===== config.mk =====
export PLATFORM = sky130hd
export DESIGN_NAME = tmr_bank
export DESIGN_NICKNAME = d
export VERILOG_FILES = /design/src/rtl/tmr_pkg.sv /design/src/rtl/tmr_chan.sv /design/src/rtl/tmr_free.sv /design/src/rtl/tmr_bank.sv
export SDC_FILE = /design/constraint.sdc
export NUM_CORES = 1
export LEC_CHECK = 0
export ABC_AREA = 0
export CAP_MARGIN = 0
export CORE_MARGIN = 2
export CORE_UTILIZATION = 60
export DETAILED_ROUTE_END_ITERATION = 6
export DONT_BUFFER_PORTS = 1
export PLACE_DENSITY_LB_ADDON = 0.25
export SETUP_SLACK_MARGIN = 0.3
export SLEW_MARGIN = 20
export SYNTH_ARGS = -nofsm -noshare
export SYNTH_HDL_FRONTEND = slang
export SYNTH_SLANG_ARGS = --single-unit

===== constraint.sdc =====
create_clock -name clk -period 3.4 [get_ports clk]
set_input_delay 0.68 -clock clk [delete_from_list [all_inputs] [get_ports clk]]
set_output_delay 0.68 -clock clk [all_outputs]
set_load 0.005 [all_outputs]

===== src/rtl/tmr_pkg.sv =====
package tmr_pkg;
   localparam int NUM_CH = 3;
   localparam int CH_W [NUM_CH] = '{16, 16, 32};
   localparam logic [7:0] CH_BASE [NUM_CH] = '{8'h00, 8'h20, 8'h80};

   localparam logic [1:0] REG_LOAD = 2'd0;
   localparam logic [1:0] REG_CNT  = 2'd1;
   localparam logic [1:0] REG_CTRL = 2'd2;
   localparam logic [1:0] REG_CLR  = 2'd3;

   localparam int BIT_EN      = 7;
   localparam int BIT_RELOAD  = 6;
   localparam int BIT_FAST    = 3;
   localparam int BIT_FREE_EN = 8;

   localparam logic [7:0] FREE_LO = 8'h60;
   localparam logic [7:0] FREE_HI = 8'h64;

   typedef struct packed {
      logic en;
      logic reload;
      logic fast;
   } ctrl_t;
endpackage


===== src/rtl/tmr_chan.sv =====
module tmr_chan
   import tmr_pkg::*;
#(
   parameter int CNT_W  = 16,
   parameter int DATA_W = 32
) (
   input  logic              clk,
   input  logic              rst_n,
   input  logic              sel,
   input  logic              we,
   input  logic [1:0]        idx,
   input  logic [CNT_W-1:0]  wdata,
   input  logic              tick_fast,
   input  logic              tick_slow,
   output logic [DATA_W-1:0] rdata,
   output logic              irq
);
   if (CNT_W < BIT_EN + 1 || CNT_W > DATA_W) begin : g_bad_width
      $error("tmr_chan: CNT_W must lie between %0d and DATA_W", BIT_EN + 1);
   end

   logic [CNT_W-1:0] load_q, cnt_q;
   ctrl_t            ctrl_q;
   logic             irq_q;
   logic             wr_load, wr_ctrl, wr_clr, tick, step, under;

   assign wr_load = sel && we && (idx == REG_LOAD);
   assign wr_ctrl = sel && we && (idx == REG_CTRL);
   assign wr_clr  = sel && we && (idx == REG_CLR);
   assign tick    = ctrl_q.fast ? tick_fast : tick_slow;
   assign step    = ctrl_q.en && tick && !wr_load;
   assign under   = step && (cnt_q == '0);

   always_ff @(posedge clk or negedge rst_n) begin
      if (!rst_n) begin
         load_q <= '0;
         cnt_q  <= '0;
      end else if (wr_load) begin
         load_q <= wdata;
         cnt_q  <= wdata;
      end else if (step) begin
         if (under) cnt_q <= ctrl_q.reload ? load_q : '1;
         else       cnt_q <= cnt_q - 1'b1;
      end
   end

   always_ff @(posedge clk or negedge rst_n) begin
      if (!rst_n)       ctrl_q <= '0;
      else if (wr_ctrl) ctrl_q <= '{en: wdata[BIT_EN], reload: wdata[BIT_RELOAD],
                                    fast: wdata[BIT_FAST]};
   end

   always_ff @(posedge clk or negedge rst_n) begin
      if (!rst_n)      irq_q <= 1'b0;
      else if (under)  irq_q <= 1'b1;
      else if (wr_clr) irq_q <= 1'b0;
   end

   assign irq = irq_q;

   always_comb begin
      rdata = '0;
      if (sel) begin
         case (idx)
            REG_LOAD: rdata = DATA_W'(load_q);
            REG_CNT:  rdata = DATA_W'(cnt_q);
            REG_CTRL: begin
               rdata[BIT_EN]     = ctrl_q.en;
               rdata[BIT_RELOAD] = ctrl_q.reload;
               rdata[BIT_FAST]   = ctrl_q.fast;
            end
            default:  rdata = '0;
         endcase
      end
   end
endmodule


===== src/rtl/tmr_free.sv =====
module tmr_free
   import tmr_pkg::*;
#(
   parameter int CNT_W  = 40,
   parameter int DATA_W = 32
) (
   input  logic              clk,
   input  logic              rst_n,
   input  logic              sel_lo,
   input  logic              sel_hi,
   input  logic              we,
   input  logic              wr_en_bit,
   input  logic              tick,
   output logic [DATA_W-1:0] rdata,
   output logic              en,
   output logic [CNT_W-1:0]  cnt
);
   localparam int HI_W = CNT_W - DATA_W;

   if (HI_W < 1 || HI_W > BIT_FREE_EN) begin : g_bad_width
      $error("tmr_free: upper part must be 1 to %0d bits", BIT_FREE_EN);
   end

   logic [CNT_W-1:0]  cnt_q;
   logic              en_q;
   logic [DATA_W-1:0] hi_word;

   always_ff @(posedge clk or negedge rst_n) begin
      if (!rst_n)             en_q <= 1'b0;
      else if (sel_hi && we)  en_q <= wr_en_bit;
   end

   always_ff @(posedge clk or negedge rst_n) begin
      if (!rst_n)            cnt_q <= '0;
      else if (en_q && tick) cnt_q <= cnt_q + 1'b1;
   end

   always_comb begin
      hi_word              = '0;
      hi_word[HI_W-1:0]    = cnt_q[CNT_W-1:DATA_W];
      hi_word[BIT_FREE_EN] = en_q;
   end

   assign rdata = sel_lo ? cnt_q[DATA_W-1:0] : (sel_hi ? hi_word : '0);
   assign en    = en_q;
   assign cnt   = cnt_q;
endmodule


===== src/rtl/tmr_bank.sv =====
module tmr_bank
   import tmr_pkg::*;
#(
   parameter int ADDR_W = 8,
   parameter int DATA_W = 32,
   parameter int FREE_W = 40
) (
   input  logic              clk,
   input  logic              rst_n,
   input  logic              we,
   input  logic [ADDR_W-1:0] addr,
   input  logic [DATA_W-1:0] wdata,
   output logic [DATA_W-1:0] rdata,
   input  logic              tick_fast,
   input  logic              tick_slow,
   input  logic              tick_free,
   output logic [NUM_CH-1:0] irq
);
   if (ADDR_W != 8 || DATA_W != 32) begin : g_bad_bus
      $error("tmr_bank: register map needs an 8-bit address and 32-bit data");
   end

   logic [DATA_W-1:0] rd_ch [NUM_CH];
   logic [DATA_W-1:0] rd_free;
   logic              free_en;
   logic [FREE_W-1:0] free_cnt;
   logic              word_ok;

   assign word_ok = (addr[1:0] == 2'b00);

   for (genvar g = 0; g < NUM_CH; g++) begin : g_ch
      localparam int W = CH_W[g];
      logic sel;
      assign sel = word_ok && (addr[7:4] == CH_BASE[g][7:4]);

      tmr_chan #(.CNT_W(W), .DATA_W(DATA_W)) u_chan (
         .clk       (clk),
         .rst_n     (rst_n),
         .sel       (sel),
         .we        (we),
         .idx       (addr[3:2]),
         .wdata     (wdata[W-1:0]),
         .tick_fast (tick_fast),
         .tick_slow (tick_slow),
         .rdata     (rd_ch[g]),
         .irq       (irq[g])
      );
   end

   tmr_free #(.CNT_W(FREE_W), .DATA_W(DATA_W)) u_free (
      .clk       (clk),
      .rst_n     (rst_n),
      .sel_lo    (addr == FREE_LO),
      .sel_hi    (addr == FREE_HI),
      .we        (we),
      .wr_en_bit (wdata[BIT_FREE_EN]),
      .tick      (tick_free),
      .rdata     (rd_free),
      .en        (free_en),
      .cnt       (free_cnt)
   );

   always_comb begin
      rdata = rd_free;
      for (int i = 0; i < NUM_CH; i++) rdata = rdata | rd_ch[i];
   end
endmodule


# Word-level counts from Yosys, hierarchy flattened
# Index checks and enable logic that the tools add are counted.
# totals
wordCells,116
regBits,181
in_bits,46
out_inout_bits,35
# classes
n_eq_ne,7
bitwise,3
n_addsub,4
muxes,41
n_reduce_logical,41
# ops
op,count
32-bit 2-to-1 mux,8
16-bit 2-to-1 mux,8
32-bit bitwise OR,3
24-bit case mux with 2 select lines,1
"40-bit by 1-bit adder with 40-bit output, second input constant",1
16-bit zero test,2
32-bit zero test,1
8-bit case mux with 2 select lines,2
"16-bit by 1-bit subtractor with 16-bit output, second input constant",2
"32-bit by 1-bit subtractor with 32-bit output, second input constant",1
1-bit logical AND,26
2-bit case mux with 3 select lines,3
3-bit case mux with 2 select lines,3
"8-bit by 7-bit == test with 1-bit output, second input constant",2
2-bit case mux with 2 select lines,3
2-bit nonzero test,6
1-bit 2-to-1 mux,9
9-bit 2-to-1 mux,1
1-bit case mux with 3 select lines,3
"2-bit == test, second input constant",2
"4-bit by 2-bit == test with 1-bit output, second input constant",1
"4-bit == test, second input constant",1
2-bit zero test,2
4-bit zero test,1
other kinds (2),4

# Depth between registers and ports, before layout
# depth
ltp_word,10
depth_mapped,11
depth_no_buf,8

# Hierarchy
# A second synthesis with hierarchy kept.
# hier_totals
cells_unflattened,1304
area_unflattened_um2,11340.9
# by_module_without_submodules
module,instances,area_per_inst_um2,cells_per_inst,seq_area_each_um2
tmr_chan at g_ch[0].u_chan ...,2,2317.2,271,900.9
tmr_chan at g_ch[2].u_chan,1,4217.8,497,1701.6
tmr_free,1,2179.6,223,1026.0
tmr_bank,1,309.0,42,0.0

# Worst setup path after synthesis
# Ideal clock, no wire load.
# synth_timing
path_type,input to output
startpoint,input addr[1]
endpoint,output rdata[12]
path_stages,6
path_slack_ns,0.453
t_required_ns,2.720
t_arrival_ns,2.267
path_buffers,2
cell_sequence,or4_1 > nor3_2 > buf_4 > buf_4 > a22oi_1 > a311oi_1
# synth_between
elab_chain_cells,6
elab_cells_between_ends,12
classes_between,1 x eq/ne; 4 x mux; 3 x bitwise; 4 x reduce/logical
# synth_rtl
item,line_no,source
from (decl),tmr_bank.sv:11,"input logic [ADDR_W-1:0] addr,"
branches (longest 5 deep; another with 32-bit 2-to-1 mux),n/a,
32-bit bitwise OR *,tmr_bank.sv:65,for (int i = 0; i < NUM_CH; i++) rdata = rdata | rd_ch[i];
to (decl),tmr_bank.sv:13,"output logic [DATA_W-1:0] rdata,"
# Mark *: on every way between the ends.

# Worst setup path after layout
# layout_timing
startpoint,input addr[1]
endpoint,output rdata[0]
# layout_between
elab_chain_cells,6
elab_cells_between_ends,14
classes_between,2 x eq/ne; 5 x mux; 3 x bitwise; 4 x reduce/logical
# layout_rtl
item,line_no
8-bit by 7-bit == test with 1-bit output or 2-bit zero test (tied branches),"tmr_bank.sv:54, tmr_bank.sv:29"
9-bit 2-to-1 mux or 1-bit logical AND (tied branches),"tmr_free.sv:44, tmr_bank.sv:34"
"32-bit 2-to-1 mux, on equally long branches","tmr_free.sv:44, tmr_chan.sv:63"
32-bit bitwise OR (2 in a row),tmr_bank.sv:65
32-bit bitwise OR *,tmr_bank.sv:65
# Mark *: on every way between the ends. The rest lies on a longest branch, timed or not.

==> flow_metrics.py <==
metrics = {
    "clock_tree": {
        "clockBufferDepth": 2,
        "cts_root_buffer": "clkbuf_16",
        "numCtsBuffers": 17,
        "cts.sinks": 181,
        "clk_latency_ns": 0.44,
        "clk_pin_slew_ns": 0.07,
        "htreeDepth": 4,
        "cts_tree": "yes",
    },
    "yosys": {
        "synthFlopType": "dfrtp_1",
        "synth_seq_cells": 181,
        "async_flop_share": 1.00,
        "syn_area_per_cell_um2": 8.68,
        "synth_edf_count": 0,
        "synthTopCellsByCount": "315 x nand2_1, 181 x dfrtp_1, 69 x nor2_1",
        "synth_top_area_frac": 0.426,
        "synth_area_leaders": "dfrtp_1 43%, nand2_1 11%, xnor2_1 4.2%",
        "ys_types": 76,
        "syn-num-nets": 1277,
        "ys_warn_count": 0,
        "synth_area_mm2": 0.0106,
        "synthCells": 1225,
        "yosysSeqAreaShare": 0.426,
        "yosys.area.top_type": "dfrtp_1",
        "synth_most_common_cell": "nand2_1",
    },
    "setup_path": {
        "r2r-start": "g_ch[2].u_chan.cnt_q[0]",
        "worstSetupPathType": "primary input to output pin",
        "cp.required_ns": 2.72,
        "rr_worst_depth": 9,
        "worstSetupStartpointType": "primary input",
        "crit_fanout": 25,
        "end_kind": "output pin",
        "arrival_ns": 2.40,
        "r2r_slack_ns": 0.76,
        "r2r-end": "g_ch[2].u_chan.cnt_q[27]",
    },
    "drt": {
        "dr.pass1.iters": 6,
        "wl_per_cell_um": 22.9,
        "wl_um": 33500,
        "dr.first_iter.drc_count": 1148,
        "viasPerCell": 6.70,
        "drtAntennaViolNets": 0,
        "drc": 0,
        "num_vias": 9787,
    },
    "die": {
        "num_rows": 48,
        "coreArea_mm2": 0.0173,
        "start_util": 0.615,
        "fp.dieW_um": 137,
        "die_h_um": 137,
        "die-area_mm2": 0.0188,
        "ios": 81,
    },
    "status": {
        "failed_checks": "negative hold slack",
        "status": "finished with violations",
    },
    "timing": {
        "finalCritPeriodShare": 0.905,
        "fin_crit_ns": 3.08,
        "hold_slack_ns": -0.0620,
        "rsz0062_at_grt": "yes",
        "slew_viol_final": 0,
        "tns_ns": 0,
        "fin_skew_ns": 0.0149,
        "timing.final.setup_violations": 0,
        "worst_pin_slew_ns": 0.899,
        "fmax_ghz": 0.325,
        "max-slew-margin-rel": 0.399,
        "finalHoldViolCount": 181,
        "worst_slack_ns": 0.322,
    },
    "placement": {
        "portBuffers": 0,
        "place_congestion": 1.01,
        "dp_hpwl_um": 24200,
        "preCtsSetupSlack_ns": 0.227,
    },
    "layout": {
        "nets": 1272,
        "seqCellArea_mm2": 0.00453,
        "area_delta_synth_final_pct": 9.17,
        "multi_input_area_mm2": 0.00577,
        "fin_util": 0.671,
        "drive_above_1_share": 0.0998,
        "fillers": 1409,
    },
    "pwr": {
        "power_w": 0.00727,
        "vdd_drop_max_uv": 480,
        "power_density_mw_per_mm2": 626,
        "power.leakage_nw": 5.26,
    },
    "worst_hold_path": {
        "hp-class": "primary input to asynchronous set/reset pin",
    },
    "grt": {
        "grt_max_degree": 182,
        "antenna_found_initial": 0,
        "track_usage": 0.367,
        "grt_pass1_vias": 9213,
        "grt_pass1_wl_um": 51800,
        "grt.overflow.total": 0,
    },
    "job": {
        "drv_cap": 0,
    },
}
logic make-up (layout without fill, tap and decap cells):
logic type,after synthesis,in the layout,share of synthesized area
muxes,42,42,0.0411
DFF,181,181,0.426
other,0,2,0
adders and majority gates,6,6,0.00706
AOI/OAI and AO/OA,248,248,0.162
xor gates and xnor gates,74,74,0.0609
and+or+nand+nor,592,592,0.269
buffers and inverters,82,90,0.0338
how the worst max path moves through the flow:
stage	start	to	slack [ns]	cells after the start
finish	addr[1]	rdata[0]	0.32	8
global route	addr[1]	rdata[10]	0.29	8
CTS	addr[1]	rdata[14]	0.30	8
detailed placement	addr[1]	rdata[9]	0.23	7
global placement	addr[1]	rdata[9]	0.26	7
floorplan	addr[1]	rdata[12]	0.45	6
layout by cell type, fill, tap and decap left out, types with 22 or more instances in the layout:
cell	instances
a21oi_1	32
a22oi_1	31
buf_4	40
dfrtp_1	181
mux2i_1	29
nand2_1	315
nand3_1	51
nand4_1	22
nor2_1	67
nor3_1	24
o211ai_1	25
o21ai_0	63
xnor2_1	51
xor2_1	23
area by class of cell:
cell class / instances / share of cell area
timing repair buffer: 43 / 0.0303
inverter: 15 / 0.00485
tap: 225 / 0.0243
clock inverter: 11 / 0.0119
multi-input combinational: 962 / 0.497
clock buffer: 21 / 0.0414
sequential: 181 / 0.390
antenna: 2 / 0.000431
sequential cells by signal, summed over array words and instances (netlist names):
signal              count
g_ch.u_chan.ctrl_q      9
u_free.en               1
g_ch.u_chan.irq         3
g_ch.u_chan.cnt_q      64
g_ch.u_chan.load_q     64
u_free.cnt             40
metrics by stage:
step	hold slack, ns	area, µm²	cells
after floorplan	0.384	10600	1225
after global placement	0.390	10900	1423
after detailed placement	0.389	10900	1423
after CTS	-0.0745	11600	1455
after global routing	-0.0815	11600	1458
final	-0.0620	11600	1460
what timing repair did:
action	4_1_cts	5_1_grt
pin swaps	1	1
setup endpoints to repair	3	9
endpoints found under the hold margin	181	181
gates resized for setup	2	2
buffers inserted	0	3
power breakdown:
group          leakage [nW]  switching [W]  internal [W]
registers              2.45       0.000615       0.00248
clock network         0.295       0.000889       0.00118
logic                  2.52        0.00120      0.000909
total                  5.26        0.00270       0.00457
metal layers:
layer	GRT usage	vias to the layer above	part of all wire
li1	-	4398	-
met3	0.0952	143	0.093
met2	0.574	556	0.45
met4	0.198	0	0.063
met5	0	-	0
met1	0.466	4690	0.39
worst max-delay path: stages:
cell	delay [ns]
or4_4	0.55
nor3_2	0.22
buf_12	0.21
a22oi_1	0.10
nand2_1	0.08
a21oi_1	0.04
o31ai_1	0.33
buf_4	0.18
(Power assumes the default switching activity.)
